[config.mk]
export PLATFORM = sky130hd
export DESIGN_NAME = irq_accept_arb
export DESIGN_NICKNAME = d
export VERILOG_FILES = /design/src/rtl/irq_pkg.sv /design/src/rtl/irq_msb_index.sv /design/src/rtl/irq_nv_slot.sv /design/src/rtl/irq_accept_arb.sv
export SDC_FILE = /design/constraint.sdc
export NUM_CORES = 2
export LEC_CHECK = 0
export ABC_AREA = 1
export BUFFER_PORTS_ARGS = -buffer_cell sky130_fd_sc_hd__buf_2
export CAP_MARGIN = 20
export CORE_MARGIN = 5
export CORE_UTILIZATION = 53
export DETAILED_ROUTE_END_ITERATION = 8
export PLACE_DENSITY = 0.74
export SKIP_LAST_GASP = 1
export SYNTH_ARGS = -nofsm -noshare
export SYNTH_HDL_FRONTEND = slang
export SYNTH_SLANG_ARGS = --single-unit
[constraint.sdc]
create_clock -name clk -period 18.6 [get_ports clk]
set_input_delay 2.79 -clock clk [delete_from_list [all_inputs] [get_ports clk]]
set_output_delay 2.79 -clock clk [all_outputs]
set_load 0.05 [all_outputs]
[src/rtl/irq_pkg.sv]
package irq_pkg;

  typedef enum logic [2:0] {
    DM_FIXED  = 3'd0,
    DM_LOWEST = 3'd1,
    DM_SMI    = 3'd2,
    DM_RSV3   = 3'd3,
    DM_NMI    = 3'd4,
    DM_INIT   = 3'd5,
    DM_RSV6   = 3'd6,
    DM_EXT    = 3'd7
  } dmode_e;

  typedef enum logic [2:0] {
    K_NONE  = 3'd0,
    K_SMI   = 3'd1,
    K_NMI   = 3'd2,
    K_INIT  = 3'd3,
    K_EXT   = 3'd4,
    K_FIXED = 3'd5
  } kind_e;

  // Slot index doubles as arbitration rank: 0 wins first
  localparam int NSLOT = 4;

  function automatic dmode_e slot_mode(input int s);
    case (s)
      0:       return DM_SMI;
      1:       return DM_NMI;
      2:       return DM_INIT;
      default: return DM_EXT;
    endcase
  endfunction

  function automatic kind_e slot_kind(input int s);
    case (s)
      0:       return K_SMI;
      1:       return K_NMI;
      2:       return K_INIT;
      default: return K_EXT;
    endcase
  endfunction

endpackage

[src/rtl/irq_msb_index.sv]
module irq_msb_index #(
  parameter int W  = 256,
  parameter int IW = $clog2(W)
) (
  input  logic [W-1:0]  bits_in,
  output logic [IW-1:0] idx,
  output logic          any
);
  // Ascending scan, last hit wins: index of the highest set bit
  always_comb begin
    idx = '0;
    any = 1'b0;
    for (int i = 0; i < W; i++) begin
      if (bits_in[i]) begin
        idx = IW'(i);
        any = 1'b1;
      end
    end
  end
endmodule

[src/rtl/irq_nv_slot.sv]
module irq_nv_slot #(
  parameter int VW = 8
) (
  input  logic          clk,
  input  logic          rst,
  input  logic          load,
  input  logic          clr,
  input  logic [VW-1:0] vec_in,
  output logic          pend,
  output logic [VW-1:0] vec_out
);
  // Clear is applied first; a load in the same cycle refills the slot
  always_ff @(posedge clk) begin
    if (rst) begin
      pend    <= 1'b0;
      vec_out <= '0;
    end else if (load && (!pend || clr)) begin
      pend    <= 1'b1;
      vec_out <= vec_in;
    end else if (clr) begin
      pend    <= 1'b0;
    end
  end

  AST_SLOT_KEEP: assert property (@(posedge clk) disable iff (rst)
    pend && load && !clr |=> pend && (vec_out == $past(vec_out)));
  AST_SLOT_CLR: assert property (@(posedge clk) disable iff (rst)
    clr && !load |=> !pend);
  AST_SLOT_REFILL: assert property (@(posedge clk) disable iff (rst)
    clr && load |=> pend && (vec_out == $past(vec_in)));
endmodule

[src/rtl/irq_accept_arb.sv]
module irq_accept_arb
  import irq_pkg::*;
#(
  parameter int NVEC  = 256,
  parameter int TPR_W = 8,
  parameter int PCLS  = 4
) (
  input  logic                     clk,
  input  logic                     rst,
  input  logic                     msg_valid,
  input  logic [2:0]               msg_mode,
  input  logic [$clog2(NVEC)-1:0]  msg_vector,
  input  logic                     msg_level,
  input  logic                     int_enable,
  input  logic [TPR_W-1:0]         task_prio,
  input  logic                     ack,
  output logic                     irq_req,
  output logic [2:0]               irq_kind,
  output logic [$clog2(NVEC)-1:0]  irq_vector,
  output logic                     irq_level
);
  localparam int VW = $clog2(NVEC);

  dmode_e          mode_w;
  kind_e           kind_w;
  logic [NVEC-1:0] irr_q, isr_q, tmr_q;
  logic [NVEC-1:0] irr_d, isr_d, tmr_d;
  logic [VW-1:0]   irr_top, isr_top;
  logic            irr_any, isr_any;
  logic [NSLOT-1:0] pend;
  logic [VW-1:0]   svec [NSLOT];
  logic            fixed_ok, ext_ok, take, vec_msg;

  assign mode_w  = dmode_e'(msg_mode);
  assign vec_msg = msg_valid && (mode_w == DM_FIXED || mode_w == DM_LOWEST);

  irq_msb_index #(.W(NVEC), .IW(VW)) u_irr_top (
    .bits_in(irr_q), .idx(irr_top), .any(irr_any));
  irq_msb_index #(.W(NVEC), .IW(VW)) u_isr_top (
    .bits_in(isr_q), .idx(isr_top), .any(isr_any));

  for (genvar s = 0; s < NSLOT; s++) begin : g_slot
    irq_nv_slot #(.VW(VW)) u_slot (
      .clk     (clk),
      .rst     (rst),
      .load    (msg_valid && (mode_w == slot_mode(s))),
      .clr     (take && (kind_w == slot_kind(s))),
      .vec_in  (msg_vector),
      .pend    (pend[s]),
      .vec_out (svec[s])
    );
  end

  // Offer decision
  assign fixed_ok = int_enable && irr_any &&
                    (!isr_any || (irr_top > isr_top)) &&
                    (irr_top[VW-1 -: PCLS] > task_prio[TPR_W-1 -: PCLS]);
  assign ext_ok   = int_enable && pend[3];
  assign irq_req  = (|pend[2:0]) || ext_ok || fixed_ok;
  assign take     = ack && irq_req;

  always_comb begin
    if (pend[0])       kind_w = K_SMI;
    else if (pend[1])  kind_w = K_NMI;
    else if (pend[2])  kind_w = K_INIT;
    else if (ext_ok)   kind_w = K_EXT;
    else if (fixed_ok) kind_w = K_FIXED;
    else               kind_w = K_NONE;
  end

  always_comb begin
    irq_level = 1'b0;
    case (kind_w)
      K_NMI:   irq_vector = svec[1];
      K_INIT:  irq_vector = svec[2];
      K_EXT:   irq_vector = svec[3];
      K_FIXED: begin
        irq_vector = irr_top;
        irq_level  = tmr_q[irr_top];
      end
      default: irq_vector = '0;
    endcase
  end

  assign irq_kind = kind_w;

  // Vectored state: retire first, then accept the new request
  always_comb begin
    irr_d = irr_q;
    isr_d = isr_q;
    tmr_d = tmr_q;
    if (take && kind_w == K_FIXED) begin
      irr_d[irr_top] = 1'b0;
      isr_d[irr_top] = 1'b1;
    end
    if (vec_msg) begin
      irr_d[msg_vector] = 1'b1;
      tmr_d[msg_vector] = msg_level;
    end
  end

  always_ff @(posedge clk) begin
    if (rst) begin
      irr_q <= '0;
      isr_q <= '0;
      tmr_q <= '0;
    end else begin
      irr_q <= irr_d;
      isr_q <= isr_d;
      tmr_q <= tmr_d;
    end
  end

  AST_RSVD_DROP: assert property (@(posedge clk) disable iff (rst)
    msg_valid && (msg_mode == 3'd3 || msg_mode == 3'd6) && !ack
    |=> (irr_q == $past(irr_q)) && (pend == $past(pend)));
  AST_LEVEL_STORE: assert property (@(posedge clk) disable iff (rst)
    vec_msg |=> irr_q[$past(msg_vector)] &&
                (tmr_q[$past(msg_vector)] == $past(msg_level)));
  AST_UNMASK_FIRES: assert property (@(posedge clk) disable iff (rst)
    msg_valid && (msg_mode == 3'd2 || msg_mode == 3'd4 || msg_mode == 3'd5)
    |=> irq_req);
  AST_MASK_GATE: assert property (@(posedge clk) disable iff (rst)
    !int_enable |-> (irq_kind != 3'd4) && (irq_kind != 3'd5));
  AST_FIXED_CLASS: assert property (@(posedge clk) disable iff (rst)
    irq_kind == 3'd5 |-> irq_vector[VW-1 -: PCLS] > task_prio[TPR_W-1 -: PCLS]);
  AST_KIND_REQ: assert property (@(posedge clk) disable iff (rst)
    irq_req == (irq_kind != 3'd0));
  AST_ISR_MOVE: assert property (@(posedge clk) disable iff (rst)
    ack && irq_kind == 3'd5 && !msg_valid
    |=> isr_q[$past(irr_top)] && !irr_q[$past(irr_top)]);
  AST_ACK_IDLE: assert property (@(posedge clk) disable iff (rst)
    ack && !irq_req && !msg_valid
    |=> (irr_q == $past(irr_q)) && (isr_q == $past(isr_q)) &&
        (pend == $past(pend)));
  AST_RESET_CLEAR: assert property (@(posedge clk)
    rst |=> !irq_req && (irr_q == '0) && (isr_q == '0));
endmodule

==> results.cfg <==
[synth]
async_flop_share_pct = 0
synthSimpleGateAreaFrac_pct = 31.2
synth_top_family_by_area = simple AND/OR/NAND/NOR gates
ys_warn_count = 0
avgSynthCellArea_um2 = 6.36
ys_types = 39
syn_inst = 5930
synthAdderAreaFrac_pct = 0.398
synth_edf_count = 0
seq_area_frac_synth_pct = 42.3
synth_mux_area_share_pct = 0
ys_ff_latch = 796
synth_ff_type = dfxtp_1
syn_nets = 5967
synth_compound_area_share_pct = 15.4
synth_xor_area_share_pct = 0
syn_area_um2 = 37700

[timing]
fin_ws_ps = -455
worstMarginPinSlew_ps = 1280
setup_viol_count_final = 10
rsz0062_at_grt = true
clock_skew_ps = 37.7
fmax_ghz = 0.0525
finalCritPeriodShare_pct = 102
finalHoldViolations = 0
slew_violations = 0
fin_crit_ps = 19050
slew_headroom_pct = 14.6
setup_tns_ps = -3880

[placement]
port_buffers = 33
dp_slack_ps = -359
place.detailed.hpwl_um = 86600
gp_congestion = 0.980

[clock_tree]
htree_levels = 3
clkTransAtPathRegs_ps = 60
cts_buffers = 84
worstSkewPairLatency_ps = 670
cts_tree = done
clock_sinks = 796
postCtsHoldBufs = 0
cts_root_buf = clkbuf_16
clk_path_buf_depth = 3

[global_route]
grt_overflow = 0
grtUsageTotal_pct = 33.1
antenna_found_initial = 1
grt_pass1_wl_um = 201000
grt_max_degree = 229
grt_pass1_vias = 35600

[route]
vias_per_cell = 5.53
drcViolationCount = 0
drt_iter0_drc = 4534
drt_wl_total_um = 135000
dr.pass1.iters = 6
final_antenna_net_count = 0
post_drt_wl_per_cell_um = 19.3
num_vias = 38600

[finish]
area_delta_synth_final_pct = 15.2
layout-drive-gt1-share_pct = 8.18
post-route-util_pct = 61.8
final_nets = 6028

[critical_path]
cp_slowest_cell = dfxtp_2
crit_fanout = 8
cp_common_cell = nand2_1
cp-start-kind = flip-flop
end_kind = output port
worstPathRequired_ps = 15810
crit_type = reg -> out
critPathArrivalTime_ps = 16260
critPathMaxStageDelay_ps = 330

[power_and_ir_drop]
p_leak_uw = 0.0182
power.density_nw_per_um2 = 85.8
peakVddDrop_v = 0.0000750

[run_status]
status = complete, but fails checks
violations = negative setup slack

[floorplan]
rows = 97
core-area_um2 = 70300
pin_count = 38
die_area_um2 = 76600
initial_utilization_pct = 53.6
die_h_um = 277
die_w_um = 277

[hold_path]
hold_path_class = reg -> reg

[run]
drv_cap = 0
==> cell usage after synthesis (8+ instances only) <==
cell type / number / share of area, %
nand2_1: 2076 / 21
nor2_1: 821 / 8.2
inv_1: 820 / 8.2
dfxtp_1: 796 / 42
a21oi_1: 592 / 7.9
a211oi_1: 264 / 5.3
clkbuf_1: 183 / 1.8
nand3_1: 100 / 1.3
o21ai_0: 50 / 0.66
o21ai_1: 50 / 0.66
buf_2: 27 / 0.36
nor3_1: 18 / 0.24
a31oi_1: 13 / 0.22
buf_1: 12 / 0.12
ha_1: 12 / 0.40
nand4_1: 12 / 0.20
nor4_1: 12 / 0.20
nor2_2: 9 / 0.15
o21bai_1: 9 / 0.18
o2111ai_1: 8 / 0.19
==> logic make-up after synthesis <==
group	count (synthesis)
simple gates	3061
buf+inv	1056
compound gates	1005
flops	796
fa+ha+maj	12
==> what timing repair did <==
action	CTS	global route
resized for setup	125	124
setup buffers	16	18
gates cloned	6	12
endpoints found under the hold margin	0	0
pin swaps	32	34
endpoints found under the setup margin	12	528
==> worst max-delay path, delay by kind of cell, from the launching register on <==
kind / cells / cell delay, ps
buffers and inverters: 5 / 560
and+or+nand+nor: 185 / 9890
DFF: 1 / 330
adders and majority gates: 1 / 170
AOI/OAI and AO/OA: 43 / 4600
==> final cells by class <==
class / count / area [um^2]
fillers: 6393 / 26800
multi-input cells: 4078 / 18400
flip-flops and latches: 796 / 15900
inverters: 828 / 3140
clock buffers: 126 / 2520
repair buffers: 203 / 2020
well taps: 940 / 1180
clock inverters: 22 / 250
diodes: 1 / 2.50
==> sequential cells by signal, summed over array words and instances (netlist names) <==
| register | count |
|---|---|
| g_slot.u_slot.pend | 4 |
| irr_q | 256 |
| g_slot.u_slot.vec_out | 24 |
| tmr_q | 256 |
| isr_q | 256 |
==> metrics by stage <==
step	area [um^2]	std cells	power (uW)	hold WS [ps]
after floorplan	37700	5930	1900	430
after global placement	39200	6787	2010	441
after detailed placement	39300	6792	2010	442
after CTS	42800	6960	3710	456
after global routing	43400	6993	3830	473
final	43400	6994	3730	454
==> cells in the final DEF, fill, tap and decap left out, types with 67 or more instances in the layout <==
| master | instances |
|---|---|
| nand2_1 | 2032 |
| inv_1 | 809 |
| nor2_1 | 772 |
| dfxtp_1 | 793 |
| o21ai_1 | 67 |
| a21oi_1 | 586 |
| a211oi_1 | 264 |
| nand3_1 | 95 |
| buf_4 | 111 |
| clkbuf_16 | 87 |
==> report_power, final <==
| group | switching, uW | internal, uW |
|---|---|---|
| sequential | 1.70 | 1710 |
| clock | 719 | 992 |
| combinational | 223 | 86.9 |
==> worst paths after layout <==
check             depth (start not counted)  startpoint  slack (ps)       endpoint
setup / recovery                        234    isr_q[1]        -450  irq_vector[3]
hold / removal                            2   tmr_q[42]         450      tmr_q[42]
setup reg to reg                        275    irr_q[2]        2050     irr_q[239]
hold reg to reg                           2   tmr_q[42]         450      tmr_q[42]
==> metal layers <==
layer	vias to the layer above	share of wire, %	GRT usage (%)
met5	-	0.0059	0
met4	2	6.1	15.7
met1	17500	39	43.7
met3	478	12	8.00
li1	18700	-	-
met2	1969	43	51.5
No activity file was read; power rests on OpenSTA's default activity.
